`src/rtl/swrx_pkg.sv`:
```
`timescale 1ns/1ps
package swrx_pkg;
  // Window length: start slot plus data slots, each OSR samples wide.
  function automatic int win_len(input int osr, input int data_bits);
    return osr * (data_bits + 1);
  endfunction

  // Sample offset within a bit slot used for the data decision.
  function automatic int mid_off(input int osr);
    return osr / 2;
  endfunction
endpackage

```
`src/rtl/swrx_sync.sv`:
```
`timescale 1ns/1ps
module swrx_sync #(
  parameter int STAGES = 2
) (
  input  logic clk_i,
  input  logic rst_ni,
  input  logic d_i,
  output logic q_o
);
  logic [STAGES-1:0] chain_q;

  always_ff @(posedge clk_i or negedge rst_ni) begin
    if (!rst_ni) chain_q <= '1;
    else         chain_q <= {chain_q[STAGES-2:0], d_i};
  end

  assign q_o = chain_q[STAGES-1];
endmodule

```
`src/rtl/swrx_tick.sv`:
```
`timescale 1ns/1ps
module swrx_tick #(
  parameter int DIV_W = 10
) (
  input  logic             clk_i,
  input  logic             rst_ni,
  input  logic [DIV_W-1:0] div_i,
  output logic             tick_o
);
  logic [DIV_W-1:0] cnt_q;
  logic             wrap;

  assign wrap = (cnt_q >= div_i);

  always_ff @(posedge clk_i or negedge rst_ni) begin
    if (!rst_ni)   cnt_q <= '0;
    else if (wrap) cnt_q <= '0;
    else           cnt_q <= cnt_q + 1'b1;
  end

  assign tick_o = wrap;
endmodule

```
`src/rtl/swrx_window.sv`:
```
`timescale 1ns/1ps
module swrx_window #(
  parameter int OSR    = 5,
  parameter int DATA_W = 8
) (
  input  logic              clk_i,
  input  logic              rst_ni,
  input  logic              tick_i,
  input  logic              line_i,
  output logic              cap_o,
  output logic [DATA_W-1:0] byte_o
);
  import swrx_pkg::*;

  localparam int WIN_W  = win_len(OSR, DATA_W);
  localparam int MID    = mid_off(OSR);
  localparam int HOLD_W = $clog2(WIN_W + 1);
  localparam logic [HOLD_W-1:0] HOLD_LOAD = HOLD_W'(WIN_W);

  logic [WIN_W-1:0]  win_q;
  logic [HOLD_W-1:0] hold_q;
  logic              start_seen;
  logic              searching;

  always_ff @(posedge clk_i or negedge rst_ni) begin
    if (!rst_ni)     win_q <= '1;
    else if (tick_i) win_q <= {line_i, win_q[WIN_W-1:1]};
  end

  assign start_seen = (win_q[2:0] == 3'b001);
  assign searching  = (hold_q == '0);
  assign cap_o      = tick_i && searching && start_seen;

  always_ff @(posedge clk_i or negedge rst_ni) begin
    if (!rst_ni)                     hold_q <= '0;
    else if (cap_o)                  hold_q <= HOLD_LOAD;
    else if (tick_i && !searching)   hold_q <= hold_q - 1'b1;
  end

  for (genvar k = 0; k < DATA_W; k++) begin : g_pick
    assign byte_o[k] = win_q[OSR * (k + 1) + MID];
  end
endmodule

```
`src/rtl/swrx_outreg.sv`:
```
`timescale 1ns/1ps
module swrx_outreg #(
  parameter int DATA_W = 8
) (
  input  logic              clk_i,
  input  logic              rst_ni,
  input  logic              load_req_i,
  input  logic [DATA_W-1:0] load_data_i,
  output logic [DATA_W-1:0] m_data_o,
  output logic              m_valid_o,
  input  logic              m_ready_i
);
  logic room;
  logic load;

  assign room = !m_valid_o || m_ready_i;
  assign load = load_req_i && room;

  always_ff @(posedge clk_i or negedge rst_ni) begin
    if (!rst_ni) begin
      m_valid_o <= 1'b0;
      m_data_o  <= '0;
    end else if (load) begin
      m_valid_o <= 1'b1;
      m_data_o  <= load_data_i;
    end else if (m_ready_i) begin
      m_valid_o <= 1'b0;
    end
  end
endmodule

```
`src/rtl/serial_window_rx.sv`:
```
`timescale 1ns/1ps
module serial_window_rx #(
  parameter int DIV_W  = 10,
  parameter int OSR    = 5,
  parameter int DATA_W = 8
) (
  input  logic              clk_i,
  input  logic              rst_ni,
  input  logic              rxd_i,
  input  logic              rx_en_i,
  input  logic [DIV_W-1:0]  div_i,
  output logic [DATA_W-1:0] m_data_o,
  output logic              m_valid_o,
  input  logic              m_ready_i
);
  logic              line_s;
  logic              tick_w;
  logic              cap_w;
  logic [DATA_W-1:0] byte_w;

  swrx_sync #(.STAGES(2)) u_sync (
    .clk_i (clk_i), .rst_ni(rst_ni), .d_i(rxd_i), .q_o(line_s)
  );

  swrx_tick #(.DIV_W(DIV_W)) u_tick (
    .clk_i (clk_i), .rst_ni(rst_ni), .div_i(div_i), .tick_o(tick_w)
  );

  swrx_window #(.OSR(OSR), .DATA_W(DATA_W)) u_win (
    .clk_i (clk_i), .rst_ni(rst_ni), .tick_i(tick_w), .line_i(line_s),
    .cap_o (cap_w), .byte_o(byte_w)
  );

  swrx_outreg #(.DATA_W(DATA_W)) u_out (
    .clk_i      (clk_i),
    .rst_ni     (rst_ni),
    .load_req_i (cap_w && rx_en_i),
    .load_data_i(byte_w),
    .m_data_o   (m_data_o),
    .m_valid_o  (m_valid_o),
    .m_ready_i  (m_ready_i)
  );
endmodule

```
`config.mk`:
```
export PLATFORM = sky130hd
export DESIGN_NAME = serial_window_rx
export DESIGN_NICKNAME = d
export VERILOG_FILES = /design/src/rtl/swrx_pkg.sv /design/src/rtl/swrx_sync.sv /design/src/rtl/swrx_tick.sv /design/src/rtl/swrx_window.sv /design/src/rtl/swrx_outreg.sv /design/src/rtl/serial_window_rx.sv
export SDC_FILE = /design/constraint.sdc
export NUM_CORES = 1
export LEC_CHECK = 0
export ABC_AREA = 1
export ABC_CLOCK_PERIOD_IN_PS = 6300
export CAP_MARGIN = 25
export CORE_MARGIN = 2
export CORE_UTILIZATION = 60
export CTS_BUF_LIST = sky130_fd_sc_hd__clkbuf_4
export CTS_CLUSTER_SIZE = 8
export DETAILED_ROUTE_END_ITERATION = 8
export DONT_BUFFER_PORTS = 1
export PLACE_DENSITY = 0.83
export SLEW_MARGIN = 15
export SYNTH_ARGS = -nofsm -noshare
export SYNTH_HDL_FRONTEND = slang
export SYNTH_HIERARCHICAL = 1
export SYNTH_SLANG_ARGS = --single-unit
```
`constraint.sdc`:
```
create_clock -name clk_i -period 6.3 [get_ports clk_i]
set_clock_uncertainty 0.1 [all_clocks]
set_input_delay 1.26 -clock clk_i [delete_from_list [all_inputs] [get_ports clk_i]]
set_output_delay 1.26 -clock clk_i [all_outputs]
set_load 0.01 [all_outputs]
```
==> impl_metrics.py <==
metrics = {
    "status": {
        "status": "finished clean",
    },
    "detailed_routing": {
        "via_per_inst": 4.96,
        "routed_wl_um": 5600,
        "num_vias": 2260,
        "first_iter_violations": 186,
        "firstDrtPassIters": 4,
        "drt-wirelength-per-cell_um": 12.3,
        "ant_nets": 0,
        "drc": 0,
    },
    "floorplanning": {
        "io_pins": 24,
        "rows": 27,
        "start_util": 0.616,
        "die-area_mm2": 0.00620,
        "die_w_um": 78.7,
        "coreArea_mm2": 0.00544,
        "fp.dieH_um": 78.7,
    },
    "pwr": {
        "p_clk_frac": 0.237,
        "p_comb_frac": 0.210,
        "ir_worst_vdd_mv": 0.188,
        "p_per_area_mw_per_mm2": 331,
        "seqPwrFrac": 0.553,
        "power.leakage_nw": 1.78,
        "p_sw_frac": 0.315,
        "p_sw_uw": 361,
        "power.internal_uw": 787,
    },
    "grt": {
        "antenna_found_initial": 0,
        "grt_pass1_wl_um": 9660,
        "grt_pass1_vias": 2245,
        "grt_most_used_layer": "met2",
        "grt_max_degree": 73,
        "grt_overflow": 0,
        "grt_use_met3": 0.0432,
        "use_met1": 0.241,
        "grt.total_usage": 0.203,
        "use_met2": 0.346,
    },
    "placed_design": {
        "dpl_cell_area_mm2": 0.00333,
        "placement.io_buffers": 0,
        "dpl.hpwl_um": 3670,
        "gp_congestion": 0.859,
    },
    "setup_path": {
        "cp.arrival_ns": 4.00,
        "startpoint_type": "input port",
        "required_ns": 6.50,
        "crit_type": "in -> reg",
        "cp_max_fo": 57,
        "endpoint_kind": "register",
    },
    "sta": {
        "fin_hold_ws_ns": 0.269,
        "slew_violations": 0,
        "tightest_slew_ns": 0.687,
        "hold_viol": 0,
        "setup_viol": 0,
        "fmax_mhz": 263,
        "fin_tns_setup_ns": 0,
        "rsz0062_at_grt": "no",
        "min_period_ns": 3.80,
        "maxSlewHeadroom": 0.541,
        "fin_crit_sh": 0.603,
    },
    "clock_tree": {
        "cts_tree": "yes",
        "cts_root_buffer": "clkbuf_4",
        "clk-insertion-delay-late_ns": 0.41,
        "numCtsBuffers": 9,
        "cts_buffer_depth": 2,
        "cts_hold_buf": 0,
        "h-tree-depth": 3,
        "clkTransAtPathRegs_ns": 0.10,
        "clock-sinks": 72,
        "post_cts_buffers": 0,
        "cts_resized": 0,
    },
    "logic_synthesis": {
        "synth_warnings": 6,
        "synth-seq-cells": 72,
        "synth-seq-area-share": 0.555,
        "synth.distinct_cells": 25,
        "mappedNetlistNets": 413,
        "syn_avg_cell_area_um2": 8.68,
        "netlist_area_mm2": 0.00335,
        "synth_cells": 386,
    },
    "layout": {
        "final_common_cell": "nand2_1",
        "layout-drive-gt1-share": 0.206,
        "nNetsFinal": 406,
        "area_growth_pct": 3.40,
        "layout_common_cells": "173 x nand2_1, 47 x dfstp_2, 32 x inv_1",
        "n_antenna_cell": 0,
        "fin_area_mm2": 0.00346,
    },
    "min_path": {
        "hold_path_class": "reg -> reg",
    },
    "flow_run": {
        "max_cap_violations": 0,
    },
}
[logic make-up (layout without fill, tap and decap cells)]
kind of cell             count (synthesis)  after routing  synth area share
XOR/XNOR                                 6              6            0.0157
buffers and inverters                   53             51            0.0736
AO/OA/AOI/OAI                           13             13            0.0205
adder cells (fa/ha/maj)                 12             12            0.0448
flip-flops                              72             72             0.555
AND/OR/NAND/NOR                        230            230             0.290
[critical path, cell delays in order]
cell and delay [ns]:
inv_1 0.02, ha_1 0.29, nand2_1 0.07, inv_1 0.05
nand2_1 0.05, nand2_1 0.06, nand2_1 0.06, nand3_2 0.07
buf_4 0.47, inv_2 0.44, nor2_2 0.25, nand3_2 0.17
nor2_1 0.13, nand2_1 0.06, inv_1 0.25, nand2_4 0.13
nand2_1 0.08, nand2_1 0.06
[through the flow]
stage                     utilization  setup slack [ns]  instances  total power [mW]
final                           0.637              2.50        456              1.15
after global placement          0.613              2.23        440             0.866
after detailed placement        0.613              2.07        440             0.885
after global routing            0.637              2.18        456              1.23
after floorplan                     -              3.20        386             0.838
after CTS                       0.637              2.50        456              1.16
[cell usage after synthesis, drive strengths merged]
cell    count  share of area
nand3      23          0.039
a21oi       2         0.0030
a21o        1         0.0022
nand2     179           0.21
dfstp      47           0.37
nand4       3         0.0056
o21ai       9          0.013
ha         12          0.045
xnor2       2         0.0052
dfrtp      25           0.19
buf        18          0.034
clkbuf      1         0.0011
inv        34          0.038
nor2       25          0.033
o22ai       1         0.0019
xor2        4          0.010
[routing by layer]
metal,vias to the layer above,share of wire
li1,1162,-
met1,1055,0.46
met2,33,0.49
met3,10,0.031
met4,0,0.019
met5,-,0
[final timing paths]
| path | cells past startpoint | from | to | slack, ns |
|---|---|---|---|---|
| setup / recovery | 18 | div_i[5] | u_out/m_data_o[1]$_DFFE_PN0P_ | 2.50 |
| hold / removal | 0 | u_sync/chain_q[0]$_DFF_PN1_ | u_sync/chain_q[1]$_DFF_PN1_ | 0.27 |
| setup reg to reg | 17 | u_tick/cnt_q[3]$_DFF_PN0_ | u_out/m_data_o[1]$_DFFE_PN0P_ | 2.88 |
| hold reg to reg | 0 | u_sync/chain_q[0]$_DFF_PN1_ | u_sync/chain_q[1]$_DFF_PN1_ | 0.27 |
| max in group asynchronous | 0 | rst_ni | u_win/win_q[3]$_DFFE_PN1P_ | 5.46 |
| min in group asynchronous | 0 | rst_ni | u_out/m_data_o[2]$_DFFE_PN0P_ | 0.43 |
[registers in the layout (all words and copies together), names as in the netlist]
name             flops
u_out/m_data_o       8
u_win/win_q         45
u_win/hold_q         6
u_out/m_valid_o      1
u_sync/chain_q       2
u_tick/cnt_q        10
[cell type report]
class,instances,area (µm²)
Inverter,34,128
Multi-Input combinational cell,261,1250
Tap cell,72,90.1
Clock buffer,11,82.6
Timing Repair Buffer,1,7.51
Clock inverter,5,47.5
Sequential cell,72,1860
Fill cell,443,1970
[power groups by stage]
stage / registers [mW] / clock network (mW) / logic [mW]
2_1_floorplan: 0.625 / 0 / 0.213
3_3_place_gp: 0.637 / 0 / 0.229
3_5_place_dp: 0.642 / 0 / 0.243
4_1_cts: 0.635 / 0.283 / 0.244
5_1_grt: 0.647 / 0.299 / 0.287
6_report: 0.635 / 0.272 / 0.241
Power figures use the tool's default switching activity.
